--- src/rtl/coinc_pkg.sv ---
package coinc_pkg;
  typedef enum logic {SLOT_EMPTY, SLOT_HELD} slot_e;
  typedef enum logic [1:0] {CNT_COINC = 2'd0, CNT_SGL_A = 2'd1, CNT_SGL_B = 2'd2} cnt_idx_e;
endpackage

--- src/rtl/coinc_slot.sv ---
module coinc_slot
  import coinc_pkg::*;
#(
  parameter int CW   = 16,
  parameter int FW   = 4,
  parameter int WAIT = 2
) (
  input  logic          clk,
  input  logic          rst_n,
  input  logic          store,
  input  logic          take,
  input  logic [CW-1:0] in_coarse,
  input  logic [FW-1:0] in_fine,
  output logic          held,
  output logic [CW-1:0] hold_coarse,
  output logic [FW-1:0] hold_fine,
  output logic          expire
);
  localparam int AW = $clog2(WAIT + 1);

  slot_e         st;
  logic [AW-1:0] age;

  assign held   = (st == SLOT_HELD);
  assign expire = held & ~take & (age == AW'(WAIT - 1));

  always_ff @(posedge clk or negedge rst_n) begin
    if (!rst_n) begin
      st          <= SLOT_EMPTY;
      age         <= '0;
      hold_coarse <= '0;
      hold_fine   <= '0;
    end else if (store) begin
      st          <= SLOT_HELD;
      age         <= '0;
      hold_coarse <= in_coarse;
      hold_fine   <= in_fine;
    end else if (take || expire) begin
      st  <= SLOT_EMPTY;
      age <= '0;
    end else if (held) begin
      age <= age + AW'(1);
    end
  end
endmodule

--- src/rtl/coinc_judge.sv ---
module coinc_judge #(
  parameter int CW   = 16,
  parameter int FW   = 4,
  parameter int WW   = 5,
  parameter int TAPS = 10
) (
  input  logic [CW-1:0] a_coarse,
  input  logic [FW-1:0] a_fine,
  input  logic [CW-1:0] b_coarse,
  input  logic [FW-1:0] b_fine,
  input  logic [WW-1:0] window,
  output logic          hit
);
  localparam int DW = CW + FW + 6;

  logic [CW-1:0]        dc;
  logic signed [DW-1:0] dcs;
  logic signed [DW-1:0] gap;
  logic [DW-1:0]        mag;

  always_comb begin
    // coarse difference taken modulo 2^CW so counter wrap is harmless
    dc  = a_coarse - b_coarse;
    dcs = DW'($signed(dc));
    gap = dcs * DW'(TAPS) - (DW'(a_fine) - DW'(b_fine));
    mag = gap[DW-1] ? DW'(-gap) : DW'(gap);
    hit = (mag <= DW'(window));
  end
endmodule

--- src/rtl/coinc_satcnt.sv ---
module coinc_satcnt #(
  parameter int W = 32
) (
  input  logic         clk,
  input  logic         rst_n,
  input  logic         clr,
  input  logic         inc,
  output logic [W-1:0] count
);
  always_ff @(posedge clk or negedge rst_n) begin
    if (!rst_n)                count <= '0;
    else if (clr)              count <= '0;
    else if (inc && !(&count)) count <= count + W'(1);
  end
endmodule

--- src/rtl/coinc_counter.sv ---
module coinc_counter
  import coinc_pkg::*;
#(
  parameter int COARSE_W = 16,
  parameter int FINE_W   = 4,
  parameter int TAPS     = 10,
  parameter int WIN_W    = 5,
  parameter int CNT_W    = 32,
  parameter int WAIT_CYC = 2
) (
  input  logic                clk,
  input  logic                rst_n,
  input  logic                clear,
  input  logic [WIN_W-1:0]    window,
  input  logic                a_valid,
  output logic                a_ready,
  input  logic [COARSE_W-1:0] a_coarse,
  input  logic [FINE_W-1:0]   a_fine,
  input  logic                b_valid,
  output logic                b_ready,
  input  logic [COARSE_W-1:0] b_coarse,
  input  logic [FINE_W-1:0]   b_fine,
  output logic                coinc_pulse,
  output logic [CNT_W-1:0]    coinc_cnt,
  output logic [CNT_W-1:0]    single_a_cnt,
  output logic [CNT_W-1:0]    single_b_cnt
);
  localparam int NCH  = 2;
  localparam int NCNT = 3;

  logic [NCH-1:0]      vld, acc, held, store, take, expire;
  logic [COARSE_W-1:0] crs_in [NCH];
  logic [FINE_W-1:0]   fin_in [NCH];
  logic [COARSE_W-1:0] crs_hd [NCH];
  logic [FINE_W-1:0]   fin_hd [NCH];
  logic [COARSE_W-1:0] crs_op [NCH];
  logic [FINE_W-1:0]   fin_op [NCH];
  logic                do_eval, hit, match, miss;
  logic [NCNT-1:0]     inc;
  logic [CNT_W-1:0]    cnt [NCNT];

  assign vld       = {b_valid, a_valid};
  assign crs_in[0] = a_coarse;
  assign crs_in[1] = b_coarse;
  assign fin_in[0] = a_fine;
  assign fin_in[1] = b_fine;

  genvar c;
  generate
    for (c = 0; c < NCH; c++) begin : g_ch
      assign acc[c]    = vld[c] & ~held[c];
      assign store[c]  = acc[c] & ~do_eval;
      assign take[c]   = do_eval & held[c];
      assign crs_op[c] = acc[c] ? crs_in[c] : crs_hd[c];
      assign fin_op[c] = acc[c] ? fin_in[c] : fin_hd[c];

      coinc_slot #(.CW(COARSE_W), .FW(FINE_W), .WAIT(WAIT_CYC)) slot_i (
        .clk         (clk),
        .rst_n       (rst_n),
        .store       (store[c]),
        .take        (take[c]),
        .in_coarse   (crs_in[c]),
        .in_fine     (fin_in[c]),
        .held        (held[c]),
        .hold_coarse (crs_hd[c]),
        .hold_fine   (fin_hd[c]),
        .expire      (expire[c])
      );
    end
  endgenerate

  // a comparison needs an operand on each side and at least one fresh edge
  assign do_eval = (acc[0] | held[0]) & (acc[1] | held[1]) & (acc[0] | acc[1]);

  coinc_judge #(.CW(COARSE_W), .FW(FINE_W), .WW(WIN_W), .TAPS(TAPS)) judge_i (
    .a_coarse (crs_op[0]),
    .a_fine   (fin_op[0]),
    .b_coarse (crs_op[1]),
    .b_fine   (fin_op[1]),
    .window   (window),
    .hit      (hit)
  );

  assign match = do_eval & hit;
  assign miss  = do_eval & ~hit;

  assign inc[CNT_COINC] = match;
  assign inc[CNT_SGL_A] = miss | expire[0];
  assign inc[CNT_SGL_B] = miss | expire[1];

  genvar k;
  generate
    for (k = 0; k < NCNT; k++) begin : g_cnt
      coinc_satcnt #(.W(CNT_W)) cnt_i (
        .clk   (clk),
        .rst_n (rst_n),
        .clr   (clear),
        .inc   (inc[k]),
        .count (cnt[k])
      );
    end
  endgenerate

  always_ff @(posedge clk or negedge rst_n) begin
    if (!rst_n) coinc_pulse <= 1'b0;
    else        coinc_pulse <= match;
  end

  assign a_ready      = ~held[0];
  assign b_ready      = ~held[1];
  assign coinc_cnt    = cnt[CNT_COINC];
  assign single_a_cnt = cnt[CNT_SGL_A];
  assign single_b_cnt = cnt[CNT_SGL_B];
endmodule

--- config.mk ---
export PLATFORM = sky130hd
export DESIGN_NAME = coinc_counter
export DESIGN_NICKNAME = d
export VERILOG_FILES = /design/src/rtl/coinc_pkg.sv /design/src/rtl/coinc_slot.sv /design/src/rtl/coinc_judge.sv /design/src/rtl/coinc_satcnt.sv /design/src/rtl/coinc_counter.sv
export SDC_FILE = /design/constraint.sdc
export NUM_CORES = 1
export LEC_CHECK = 0
export ABC_CLOCK_PERIOD_IN_PS = 17600
export BUFFER_PORTS_ARGS = -buffer_cell sky130_fd_sc_hd__buf_2
export CAP_MARGIN = 20
export CORE_MARGIN = 3
export CORE_UTILIZATION = 45
export CTS_CLUSTER_DIAMETER = 200
export CTS_CLUSTER_SIZE = 8
export DETAILED_ROUTE_END_ITERATION = 16
export GPL_TIMING_DRIVEN = 0
export PLACE_DENSITY = 0.63
export SLEW_MARGIN = 20
export SYNTH_ARGS = -nofsm -noshare
export SYNTH_HDL_FRONTEND = slang
export SYNTH_SLANG_ARGS = --single-unit
--- constraint.sdc ---
create_clock -name clk -period 17.6 [get_ports clk]
set_input_delay 1.76 -clock clk [delete_from_list [all_inputs] [get_ports clk]]
set_output_delay 1.76 -clock clk [all_outputs]
set_load 0.02 [all_outputs]
* Word-level counts from Yosys, hierarchy flattened
Cells that the tools add are included.
Word-level totals: bits of input ports 50, ROM bits 0, register bits 143, latch bits 0, RAM bits 0, logic and storage cells 89, memories kept 0
Operators by class: add/sub/neg operators 9, equality and inequality tests 2, bitwise gates (word level) 25, multipliers 1, muxes and demuxes 21, reductions and logical operators 18, shift operators 0, div/mod/pow operators 0, magnitude comparators 1
Operator list (count):
- two-way mux 32 bit | 6
- adder 32 x 1 -> 32 bit, second input constant | 3
- AND reduction 32 bit | 3
- two-way mux 16 bit | 2
- less-or-equal comparator 26 x 5 -> 1 bit | 1
- multiplier 26 x 3 -> 25 bit, second input constant | 1
- two-way mux 26 bit | 1
- negation 26 bit | 1
- subtractor 26 bit | 1
- subtractor 16 bit | 1
- AND 1 bit | 14
- two-way mux 2 bit | 6
- nonzero test 2 bit | 5
- two-way mux 4 bit | 2
- NOT 1 bit | 6
- nonzero test 3 bit | 2
- bitwise OR 1 bit | 5
- subtractor 4 x 4 -> 5 bit | 1
- adder 2 x 1 -> 2 bit, second input constant | 2
- equality test 2 x 1 -> 1 bit, second input constant | 2
- two-way mux 1 bit | 4
- logical AND 1 bit | 3
- logical NOT 1 bit | 3
- logical OR 1 bit | 2

* Depth between registers and ports, before layout
depth in word-level cells 15, mapped depth 57, mapped depth without buffers 51

* By module
A second synthesis with hierarchy kept.
Second synthesis, totals: cells, all modules 1311, area total of the unflattened synthesis 12361.9 µm²
By module, submodules not included:
- coinc_satcnt | seq. area each 800.8 µm², instances 3, cells an instance 190, area an instance 1865.5 µm²
- coinc_judge | seq. area each 0.0 µm², instances 1, cells an instance 570, area an instance 4185.3 µm²
- coinc_slot | seq. area each 575.6 µm², instances 2, cells an instance 56, area an instance 904.6 µm²
- coinc_counter | seq. area each 25.0 µm², instances 1, cells an instance 59, area an instance 770.7 µm²

* Worst setup path before layout
OpenSTA, ideal clock, no wires.
kind input-to-reg, start point input port b_valid, end point register g_cnt[2].cnt_i.count[11], required time 17.475 ns, stages 55, setup slack 5.357 ns, setup time 0.125 ns, arrival time 12.118 ns, cell sequence nor2b_1 > clkbuf_1 > buf_1 > nand2_1 > nand2_1 > ha_1 > inv_1 > fa_1 > a21o_1 > a21oi_1 > o21ai_0 > a21oi_1 > xnor2_1 > ha_1 > ha_1 > o21ai_0 > a21boi_0 > o21ai_0 > (+19 left out) > nor2_1 > xor2_1 > ha_1 > nor2b_1 > o21a_1 > o21a_1 > o21ai_0 > inv_1 > o21ai_0 > o311ai_0 > a21oi_1 > and3_1 > or4b_4 > o21ai_1 > a21oi_1 > buf_2 > nand4_1 > mux2_2
Between the ends: longest elaborated chain between the ends 13, elaborated cells between the ends (all ways) 23, those cells by class add/sub (4); mul (1); order compare (1); mux (3); bitwise (12); reduce/logical (2)
Ends and longest elaborated chain:
- start, declared | RTL line coinc_counter.sv:19 | input logic b_valid,
- AND 1 bit (*) | RTL line coinc_counter.sv:51 | assign acc[c] = vld[c] & ~held[c];
- two-way mux 16 bit | RTL line coinc_counter.sv:54 | assign crs_op[c] = acc[c] ? crs_in[c] : crs_hd[c];
- subtractor 16 bit | RTL line coinc_judge.sv:23 | dc = a_coarse - b_coarse;
- multiplier 26 x 3 -> 25 bit | RTL line coinc_judge.sv:25 | gap = dcs * DW'(TAPS) - (DW'(a_fine) - DW'(b_fine));
- subtractor 26 bit | RTL line coinc_judge.sv:25
- negation 26 bit | RTL line coinc_judge.sv:26 | mag = gap[DW-1] ? DW'(-gap) : DW'(gap);
- two-way mux 26 bit | RTL line coinc_judge.sv:26
- less-or-equal comparator 26 x 5 -> 1 bit | RTL line coinc_judge.sv:27 | hit = (mag <= DW'(window));
- NOT 1 bit | RTL line coinc_counter.sv:85 | assign miss = do_eval & ~hit;
- AND 1 bit | RTL line coinc_counter.sv:85
- bitwise OR 1 bit (*) | RTL line coinc_counter.sv:89 | assign inc[CNT_SGL_B] = miss | expire[1];
- logical AND 1 bit (*) | RTL line coinc_satcnt.sv:13 | else if (inc && !(&count)) count <= count + W'(1);
- nonzero test 2 bit (no source line) (*)
- end signal, assigned | RTL line coinc_satcnt.sv:13
- end, declared | RTL line coinc_satcnt.sv:8 | output logic [W-1:0] count
Mark *: on every way between the ends. The rest lies on a longest branch, timed or not. A chain may end at the register's enable or synchronous reset.

* Final worst setup path
start point input port b_valid, end point register g_cnt[2].cnt_i.count[14]
Same word-level chain as after synthesis.

==> metrics <==
CTS resizes=0; CP Data Arrival Time=between 10 and 15 ns; Least-Margin Pin Slew=~0.9 ns; TritonCTS Buffers=17; worst-skew pair later-pin latency=around 0.43 ns; hold_buf cts=0; drc violations=0; CTS Buffer Depth=2; number of max-cap violations=0; Die Area=around 29000 sq um; total core area=~26000 sq um; most area-consuming cells after synthesis=dfrtp_1 (30%), ha_1 (8.5%), nand2_1 (4.5%); num ports=roughly 150; number of enable flip-flop cells after synthesis=0; Synth cell types=90; initial core utilization=0.466; Final Hold Viols=0; CP max stage cell=buf_1; Slew headroom=0.411; first drt pass iteration count=5; crit path kind=in2reg; Main synth FF type=dfrtp_1; DR vias/cell=between 5 and 6; clock-pin transition on the worst setup and hold timing paths=0.07 ns; Gate Count Post-Synth=between 1000 and 1500; CP Max Fanout=10; worst clock skew=0.0156 ns; Cell Area, Synth=11900 sq um; die span in y=approximately 170 um; capturing element type of the critical path=register; layout cell share with drive strength beyond 1=0.176; grt ovf=0; Synth async-reset ratio=1.00; drt wl/cell=approximately 17 um; clock sinks=~140; initial antenna violation count=0; CP startpoint kind=input port; share of the synthesized area in the top cell type=0.300; Synth area leader=dfrtp_1; count of input and output buffers=roughly 150; final WL=around 32 mm; Hold Crit Class=reg2reg; remaining antenna violation count=0; Area growth, synth to finish=15.5%; H-tree depth=4; Tmin final=between 10 and 15 ns; RSZ-0062 raised after global routing=false; FMAX=slightly above 70 MHz; Post-Syn Nets=1543; post-route setup TNS=0 ns; Yosys reg bits=approximately 140; Fill cells=about 2400; detailed placer's ending HPWL=roughly 24 mm; period utilisation layout=0.800; Row Count=58; Ys Warns=0; post-CTS setup repair buffer count=0; # nets final=1710; Vias=around 11000; vias in the first global route=~11000; first-pass GRT wire length=roughly 53 mm; gr usage total=0.223; Finish-stage setup viols=0; GPL Wtd Cong=roughly 0.87; Die W=around 170 um; crit-path most repeated cell=o21ai_0; slowest stage delay, CP=~0.6 ns; status=finished clean; ANT cells=0; Mapped Avg Cell Area=around 8.5 sq um; worst path required time=roughly 18 ns; clock root buffer master=clkbuf_16; post-synthesis sequential area ratio=0.300; largest net degree at the start of global routing=87; CTS tree=yes; Max Slew Vio Count=0; 1st-iter DRT viols=approximately 700
## critical path: cells and delay by family
family,cells,cell delay (ns)
compound gates,27,5.41
simple gates,10,1.82
mux,1,0.34
fa+ha+maj,6,1.75
buf+inv,8,2.22
xor+xnor,4,1.10
## stage by stage
step / instances / hold slack, ns / cell area, sq um / setup slack, ns / utilization
2_1_floorplan: 1408 / 0.445 / 11900 / 5.36 / -
4_1_cts: 1918 / 0.477 / 13800 / 3.57 / 0.539
5_1_grt: 1918 / 0.499 / 13800 / 2.37 / 0.539
3_3_place_gp: 1885 / 0.457 / 13100 / 3.34 / 0.511
6_report: 1918 / 0.475 / 13800 / 3.52 / 0.539
3_5_place_dp: 1886 / 0.462 / 13100 / 3.24 / 0.512
## registers in the layout, summed over array words and instances (netlist names)
signal / count
g_cnt.cnt_i.count: 96
g_ch.slot_i.hold_coarse: 32
g_ch.slot_i.age: 4
g_ch.slot_i.hold_fine: 8
coinc_pulse: 1
g_ch.slot_i.held: 2
## final cells by class
class / instances / area, sq um / area share
Clock buffer: 17 / 425 / 0.0308
Multi-Input combinational cell: 1159 / 7950 / 0.576
Buffer: 61 / 246 / 0.0179
Timing Repair Buffer: 148 / 773 / 0.0560
Sequential cell: 143 / 3580 / 0.259
Tap cell: 330 / 413 / 0.0299
Clock inverter: 15 / 244 / 0.0177
Inverter: 45 / 169 / 0.0122
## cell usage in the layout, fill, tap and decap left out, types with 6 or more instances in the layout
cell type	count
nand4_1	36
nand2_1	143
xor2_1	49
or4_1	7
nor3_1	34
inv_1	45
o21a_1	13
o211ai_1	9
mux2i_1	29
a21o_1	19
a211oi_1	6
mux2_2	40
a21oi_1	72
clkbuf_1	45
nand3_1	67
or3_1	20
nand2b_1	16
a21oi_2	6
nor2_1	138
and2_1	20
buf_2	160
a31oi_1	11
nor2b_1	33
clkbuf_16	17
a21boi_0	8
o21bai_1	6
and3_1	41
mux2_1	14
ha_1	81
xnor2_1	51
o21ai_0	59
dfrtp_1	143
nand3b_1	6
## synth_stat cells, drive strengths merged, types with 21 or more instances
| cell type | number |
|---|---|
| xnor2 | 51 |
| or3 | 21 |
| and2 | 21 |
| and3 | 41 |
| mux2i | 29 |
| nand2 | 144 |
| a21oi | 78 |
| nor2b | 33 |
| nand4 | 36 |
| nand3 | 69 |
| clkbuf | 45 |
| nor2 | 138 |
| nor3 | 38 |
| o21ai | 65 |
| dfrtp | 143 |
| xor2 | 49 |
| inv | 45 |
| ha | 81 |
| mux2 | 56 |
## logic make-up (layout without fill, tap and decap cells)
family	after synthesis	in the layout	share of synthesized area
multiplexers	85	85	0.0778
XOR/XNOR	100	100	0.0734
AND/OR/NAND/NOR	598	598	0.254
flip-flops	143	143	0.300
adder cells (fa/ha/maj)	85	85	0.0916
AO/OA/AOI/OAI	291	291	0.169
buffers and inverters	106	286	0.0348
## layer usage
| layer | wire, um | vias to the layer above | global-route usage | part of all wire |
|---|---|---|---|---|
| met5 | 0 | - | 0 | 0 |
| met4 | 592 | 0 | 0.0580 | 0.018 |
| met3 | 1800 | 45 | 0.0441 | 0.056 |
| met2 | 14900 | 314 | 0.371 | 0.46 |
| met1 | 15000 | 5215 | 0.299 | 0.46 |
| li1 | - | 5417 | - | - |
## worst paths after layout
path / from / endpoint / slack [ns] / depth (start not counted)
max: b_valid / g_cnt[2].cnt_i.count[14]$_DFFE_PN0P_ / 3.52 / 56
max reg2reg: g_ch[1].slot_i.held$_DFFE_PN0P_ / g_cnt[2].cnt_i.count[14]$_DFFE_PN0P_ / 4.33 / 56
max in group asynchronous: rst_n / g_ch[0].slot_i.hold_coarse[6]$_DFFE_PN0P_ / 15.48 / 2
min: g_ch[1].slot_i.hold_coarse[6]$_DFFE_PN0P_ / g_ch[1].slot_i.hold_coarse[6]$_DFFE_PN0P_ / 0.47 / 2
min reg2reg: g_ch[1].slot_i.hold_coarse[6]$_DFFE_PN0P_ / g_ch[1].slot_i.hold_coarse[6]$_DFFE_PN0P_ / 0.47 / 2
min in group asynchronous: rst_n / g_cnt[0].cnt_i.count[15]$_DFFE_PN0P_ / 1.33 / 1
Power is not shown: default switching activity piles up to over one toggle a cycle in this logic, so the estimate is an artifact.
